[config.mk]
export PLATFORM = sky130hd
export DESIGN_NAME = bscan_chain
export DESIGN_NICKNAME = d
export VERILOG_FILES = /design/src/rtl/bscan_pkg.sv /design/src/rtl/bscan_shift_stage.sv /design/src/rtl/bscan_update_stage.sv /design/src/rtl/bscan_pin_cells.sv /design/src/rtl/bscan_chain.sv
export SDC_FILE = /design/constraint.sdc
export NUM_CORES = 1
export LEC_CHECK = 0
export BUFFER_PORTS_ARGS = -buffer_cell sky130_fd_sc_hd__buf_2
export CAP_MARGIN = 15
export CORE_UTILIZATION = 40
export DETAILED_ROUTE_END_ITERATION = 6
export PLACE_DENSITY_LB_ADDON = 0.08
export SLEW_MARGIN = 25
export SYNTH_ARGS = -nofsm -noshare
export SYNTH_HDL_FRONTEND = slang
export SYNTH_SLANG_ARGS = --single-unit
[constraint.sdc]
create_clock -name tck -period 1.9 [get_ports tck]
set_input_delay 0.095 -clock tck [delete_from_list [all_inputs] [get_ports tck]]
set_output_delay 0.095 -clock tck [all_outputs]
set_load 0.02 [all_outputs]
[src/rtl/bscan_pkg.sv]
`timescale 1ns/1ps
package bscan_pkg;

    localparam int MAX_PINS = 256;

    typedef enum logic [1:0] {
        KIND_IN    = 2'b00,
        KIND_OUT   = 2'b01,
        KIND_BIDIR = 2'b10
    } pin_kind_e;

    // strobes and selects as seen by the cell stages
    typedef struct packed {
        logic active;
        logic extest;
        logic capture;
        logic shift;
        logic update;
    } bs_ctl_t;

    function automatic pin_kind_e kind_of(input logic [2*MAX_PINS-1:0] kinds, input int idx);
        return pin_kind_e'(kinds[2*idx +: 2]);
    endfunction

    // number of bidirectional pins with index below n
    function automatic int bidir_below(input logic [2*MAX_PINS-1:0] kinds, input int n);
        int c = 0;
        for (int i = 0; i < n; i++)
            if (kinds[2*i +: 2] == 2'b10) c++;
        return c;
    endfunction

    // pins whose pin_out carries core_out outside external test
    function automatic logic [MAX_PINS-1:0] drive_mask(input logic [2*MAX_PINS-1:0] kinds, input int n);
        logic [MAX_PINS-1:0] m = '0;
        for (int i = 0; i < n; i++)
            m[i] = (kinds[2*i +: 2] != 2'b00);
        return m;
    endfunction

endpackage

[src/rtl/bscan_shift_stage.sv]
`timescale 1ns/1ps
module bscan_shift_stage import bscan_pkg::*; #(
    parameter int CHAIN_LEN = 6
) (
    input  logic                 tck,
    input  logic                 rst,
    input  bs_ctl_t              ctl,
    input  logic                 tdi,
    input  logic [CHAIN_LEN-1:0] cap_val,
    input  logic [CHAIN_LEN-1:0] cap_load,
    output logic [CHAIN_LEN-1:0] sh_q,
    output logic                 tdo
);

    logic unused_ctl;
    assign unused_ctl = ctl.update;

    always_ff @(posedge tck) begin
        if (rst)
            sh_q <= '0;
        else if (ctl.active && ctl.capture)
            sh_q <= (sh_q & ~cap_load) | (cap_val & cap_load);
        else if (ctl.active && ctl.shift)
            sh_q <= {tdi, sh_q[CHAIN_LEN-1:1]};
    end

    assign tdo = sh_q[0];

    AST_SHIFT_MOVES: assert property (@(posedge tck) disable iff (rst)
        (ctl.active && ctl.shift && !ctl.capture)
        |=> (sh_q[CHAIN_LEN-2:0] == $past(sh_q[CHAIN_LEN-1:1])) && (sh_q[CHAIN_LEN-1] == $past(tdi)));

    AST_EXTEST_HOLD: assert property (@(posedge tck) disable iff (rst)
        (ctl.active && ctl.extest && ctl.capture)
        |=> (((sh_q ^ $past(sh_q)) & ~$past(cap_load)) == '0));

    AST_IDLE_HOLD: assert property (@(posedge tck) disable iff (rst)
        !ctl.active |=> $stable(sh_q));

endmodule

[src/rtl/bscan_update_stage.sv]
`timescale 1ns/1ps
module bscan_update_stage import bscan_pkg::*; #(
    parameter int CHAIN_LEN = 6
) (
    input  logic                 tck,
    input  logic                 rst,
    input  bs_ctl_t              ctl,
    input  logic [CHAIN_LEN-1:0] sh_q,
    output logic [CHAIN_LEN-1:0] upd_q
);

    logic unused_ctl;
    assign unused_ctl = ^{ctl.extest, ctl.capture, ctl.shift};

    // falling-edge load keeps pin changes clear of the rising-edge strobes
    always_ff @(negedge tck) begin
        if (rst)
            upd_q <= '0;
        else if (ctl.active && ctl.update)
            upd_q <= sh_q;
    end

    AST_UPD_GATED: assert property (@(negedge tck) disable iff (rst)
        !$stable(upd_q) |-> ($past(ctl.active && ctl.update) || $past(rst)));

endmodule

[src/rtl/bscan_pin_cells.sv]
`timescale 1ns/1ps
module bscan_pin_cells import bscan_pkg::*; #(
    parameter int                     NUM_PINS  = 4,
    parameter logic [2*MAX_PINS-1:0]  KINDS     = '0,
    parameter int                     CHAIN_LEN = 6
) (
    input  logic                 extest,
    input  logic [CHAIN_LEN-1:0] upd_q,
    input  logic [NUM_PINS-1:0]  core_out,
    input  logic [NUM_PINS-1:0]  core_oe,
    input  logic [NUM_PINS-1:0]  pin_in,
    output logic [NUM_PINS-1:0]  pin_out,
    output logic [NUM_PINS-1:0]  pin_oe,
    output logic [NUM_PINS-1:0]  core_in,
    output logic [CHAIN_LEN-1:0] cap_val,
    output logic [CHAIN_LEN-1:0] cap_load
);

    logic unused_sink;
    assign unused_sink = ^{core_oe, upd_q};

    for (genvar p = 0; p < NUM_PINS; p++) begin : g_pin
        localparam pin_kind_e K = kind_of(KINDS, p);
        assign core_in[p] = pin_in[p];

        if (K == KIND_BIDIR) begin : g_bidir
            localparam int CI = NUM_PINS + bidir_below(KINDS, p);
            assign pin_out[p]   = extest ? upd_q[p]  : core_out[p];
            assign pin_oe[p]    = extest ? upd_q[CI] : core_oe[p];
            assign cap_val[p]   = pin_in[p];
            assign cap_load[p]  = 1'b1;
            assign cap_val[CI]  = pin_oe[p];
            assign cap_load[CI] = !extest;
        end else if (K == KIND_OUT) begin : g_out
            assign pin_out[p]  = extest ? upd_q[p] : core_out[p];
            assign pin_oe[p]   = 1'b1;
            assign cap_val[p]  = pin_out[p];
            assign cap_load[p] = !extest;
        end else begin : g_in
            assign pin_out[p]  = 1'b0;
            assign pin_oe[p]   = 1'b0;
            assign cap_val[p]  = pin_in[p];
            assign cap_load[p] = 1'b1;
        end
    end

endmodule

[src/rtl/bscan_chain.sv]
`timescale 1ns/1ps
module bscan_chain import bscan_pkg::*; #(
    parameter int                    NUM_PINS = 4,
    parameter logic [2*NUM_PINS-1:0] PIN_KIND = 8'b10_10_01_00
) (
    input  logic                tck,
    input  logic                rst,
    input  logic                tdi,
    input  logic                capture_dr,
    input  logic                shift_dr,
    input  logic                update_dr,
    input  logic                sel_sample,
    input  logic                sel_extest,
    input  logic [NUM_PINS-1:0] core_out,
    input  logic [NUM_PINS-1:0] core_oe,
    input  logic [NUM_PINS-1:0] pin_in,
    output logic [NUM_PINS-1:0] pin_out,
    output logic [NUM_PINS-1:0] pin_oe,
    output logic [NUM_PINS-1:0] core_in,
    output logic                tdo
);

    localparam logic [2*MAX_PINS-1:0] KINDS     = (2*MAX_PINS)'(PIN_KIND);
    localparam int                    NUM_BIDIR = bidir_below(KINDS, NUM_PINS);
    localparam int                    CHAIN_LEN = NUM_PINS + NUM_BIDIR;
    localparam logic [MAX_PINS-1:0]   DRV_ALL   = drive_mask(KINDS, NUM_PINS);
    localparam logic [NUM_PINS-1:0]   DRV_MASK  = DRV_ALL[NUM_PINS-1:0];

    bs_ctl_t              ctl;
    logic [CHAIN_LEN-1:0] sh_q, upd_q, cap_val, cap_load;

    assign ctl.active  = sel_sample | sel_extest;
    assign ctl.extest  = sel_extest;
    assign ctl.capture = capture_dr;
    assign ctl.shift   = shift_dr;
    assign ctl.update  = update_dr;

    bscan_pin_cells #(.NUM_PINS(NUM_PINS), .KINDS(KINDS), .CHAIN_LEN(CHAIN_LEN)) pins_i (
        .extest(sel_extest), .upd_q(upd_q), .core_out(core_out), .core_oe(core_oe),
        .pin_in(pin_in), .pin_out(pin_out), .pin_oe(pin_oe), .core_in(core_in),
        .cap_val(cap_val), .cap_load(cap_load)
    );

    bscan_shift_stage #(.CHAIN_LEN(CHAIN_LEN)) shift_i (
        .tck(tck), .rst(rst), .ctl(ctl), .tdi(tdi), .cap_val(cap_val),
        .cap_load(cap_load), .sh_q(sh_q), .tdo(tdo)
    );

    bscan_update_stage #(.CHAIN_LEN(CHAIN_LEN)) update_i (
        .tck(tck), .rst(rst), .ctl(ctl), .sh_q(sh_q), .upd_q(upd_q)
    );

    AST_PASS_THROUGH: assert property (@(posedge tck) disable iff (rst)
        !sel_extest |-> (((pin_out ^ core_out) & DRV_MASK) == '0));

    AST_CORE_IN: assert property (@(posedge tck) disable iff (rst)
        core_in == pin_in);

    AST_IN_NEVER_DRIVEN: assert property (@(posedge tck) disable iff (rst)
        (pin_oe & ~DRV_MASK) == '0);

endmodule

; ---- Word-level counts from Yosys, hierarchy flattened
; Index checks and enable logic that the tools add are counted.
[totals]
wordCells = 19
ff_bits = 12
out_inout_bits = 13
[op_classes]
bitwise_logic = 5
n_mux = 7
reduce_logical = 5
[ops]
columns = op, count
row1 = AND 6 bit, 2
row2 = two-way mux 6 bit, 2
row3 = NOT 6 bit, 1
row4 = OR 6 bit, 1
row5 = two-way mux 1 bit, 5
row6 = logical AND 1 bit, 3
row7 = nonzero test 2 bit, 1
row8 = logical NOT 1 bit, 1
row9 = OR 1 bit, 1

; ---- Logic depth before layout (Yosys ltp)
[depth]
depth_word = 5
depth_mapped = 5

; ---- Cells and area by module
; Synthesis repeated with hierarchy kept, for this count alone.
[unflattened]
cells_unflattened = 96
hier_area_um2 = 869.6
[by_module_without_submodules]
columns = mod, cells_each, area_each_um2, seq_area_each_um2, n_inst
row1 = bscan_shift_stage, 41, 367.9, 120.1, 1
row2 = bscan_update_stage, 27, 262.8, 120.1, 1
row3 = bscan_pin_cells, 27, 232.7, 0.0, 1
row4 = bscan_chain, 1, 6.3, 0.0, 1

==> flow_summary.ini <==
[detailed_routing]
vias = 565
drt_iter0_drc = 5
drc = 0
first_pass_iters = 6
routed_wl_um = 1242
wl_per_cell_um = 11.61
vias_per_cell = 5.280
antenna_left = 0

[power_and_ir_drop]
irDropWorstVdd_mv = 0.4971
leakage_nw = 0.4121
internal_power_mw = 0.4166
pwr-share-seq = 0.433
clkPwrFrac = 0.327
p_sw_frac = 0.3073
p_sw_mw = 0.1848
comb_power_share = 0.240
total_power_mw = 0.6014
p_per_area_nw_per_um2 = 739.5

[sta]
hold_viol_final = 0
tns_ns = -0.8205
setup_violations = 5
fin_skew_ns = 0.06303
maxSlewViolCount = 0
whs_ns = 0.1424
rsz0062_at_grt = yes
worst_slack_ns = -0.1736

[placement]
dp.cells = 98
post_dp_cell_area_um2 = 708.2
dp_worst_setup_slack_ns = 0.09161
place.port_buffers = 24
place_congestion = 0.7915
place_hpwl_um = 901.9

[setup_path]
cpPeakStageDelay_ns = 0.31
crit_type = flop to output port
start_kind = flop
worstRegToRegCells = 2
path_cells = mux2_4, buf_6
cp_max_fo = 2
slowest_stage = dfxtp_2
cp_num_buf_inv = 1
crit_arrival_ns = 1.98
worstSetupEndpointType = output port
crit_family = flip-flops
cp.depth = 2
cp_data_required_time_ns = 1.80

[grt]
grt_antenna_before_repair = 0
grt_pass1_wl_um = 2021
grt_max_degree = 12
grt_use_total = 0.1484
grt_pass1_vias = 469
gr-total-overflow = 0

[logic_synthesis]
ys_types = 21
syn_inst = 66
yosys_warnings = 0
synth_top_area_cell = dfxtp_1
synth_seq_cells = 11
syn-cell-area_um2 = 633.1
avgSynthCellArea_um2 = 9.593
synth_top_area_share = 0.3478
ys_seq_area_frac = 0.3478
synthTopCellsByArea = dfxtp_1 35%, mux2i_1 13%, mux2_2 8.9%

[finish]
layout.cells.non_filler = 107
area_growth_pct = 28.46
final_area_um2 = 813.3
n_antenna_cell = 0
final_core_util = 0.5882
finalNetCount = 113
fillerInstances = 129
drive_above_1_share = 0.4891

[clock_network]
cts_made_buffers = 3
htreeDepth = 1
cts-root-buf = clkbuf_4
clock_latency_ns = 0.33
clock_path_buffers = 2
cts_tree = done
clkTransAtPathRegs_ns = 0.07
holdBufCountCts = 0
cts_sinks = 11

[flow_run]
maxCapViolCount = 0

[floorplanning]
num_rows = 13
initial_utilization = 0.4579
die-area_um2 = 1746
die_y_um = 41.79
die_width_um = 41.79
pin_count = 33
fp.coreArea_um2 = 1383

[outcome]
violations = setup timing
outcome = complete, but fails checks

[worst_hold_path]
worstHoldPathCells = 2
min_path_type = input pin to flop
[timing repair]
action                     CTS  global route
resized for setup           16             4
setup endpoints to repair    5             5
buffers inserted             1             0
[synthesized netlist by cell type]
cell type and count:
nor2_1 9, a211oi_1 3, buf_6 3, dfxtp_1 11, o22a_2 1, or2b_2 1
clkbuf_1 1, o21a_1 1, a2111oi_2 1, inv_1 1, o21ai_2 1, a21oi_1 3
buf_4 7, mux2i_1 8, o32ai_1 2, nor3_1 2, mux2_2 5, nor3b_1 2
conb_1 2, nand3b_1 1, nand2_1 1
[cell type report]
type | instances | area, µm² | share of cell area
sequential | 11 | 226.5 | 0.2785
clock buffer | 4 | 26.28 | 0.03231
clock inverter | 5 | 18.77 | 0.02308
multi-input combinational | 44 | 341.6 | 0.4200
tap | 15 | 18.77 | 0.02308
timing repair buffer | 28 | 181.4 | 0.2231
[final timing paths]
kind,end,startpoint,slack (ns)
max,pin_out[1],update_i.upd_q[1],-0.17
min,flop,rst,0.14
max reg2reg,update_i.upd_q[1],flop,0.38
min reg2reg,update_i.upd_q[3],update_i.upd_q[3],0.48
[cell usage in the layout, fill, tap and decap left out, drive strengths merged, types with 2 or more instances in the layout]
master,instances
dfxtp,11
nor3b,2
o32ai,2
mux2i,8
mux2,5
buf,28
a211oi,3
clkbuf,4
inv,5
conb,3
nor3,2
a21oi,3
nor2,9
[worst register-to-register path: stages (launching register included)]
cell,delay [ns]
dfxtp_1,0.32
mux2i_1,0.13
nor2_1,0.05
[logic make-up (layout without fill, tap and decap cells)]
logic type / count (synthesis) / after routing / synth area share
flip-flops: 11 / 11 / 0.3478
other: 2 / 3 / 0.01186
buffers and inverters: 12 / 37 / 0.1482
AO/OA/AOI/OAI: 12 / 12 / 0.1522
multiplexers: 13 / 13 / 0.2154
AND/OR/NAND/NOR: 16 / 16 / 0.1245
[power by group through the flow]
stage	clock (mW)	combinational, mW	sequential, mW
3_5_place_dp	0.0196	0.126	0.263
4_1_cts	0.205	0.145	0.259
3_3_place_gp	0.0196	0.126	0.263
5_1_grt	0.227	0.157	0.262
2_1_floorplan	0.0196	0.101	0.263
6_report	0.197	0.145	0.260
[routing by layer]
metal  wire length, µm  vias up  GRT usage
li1                  -      276          -
met1               557      264     0.1883
met2               601       23     0.2438
met3                74        2    0.04348
met4                 8        0    0.03871
met5                 0        -          0
Power figures use the tool's default switching activity.
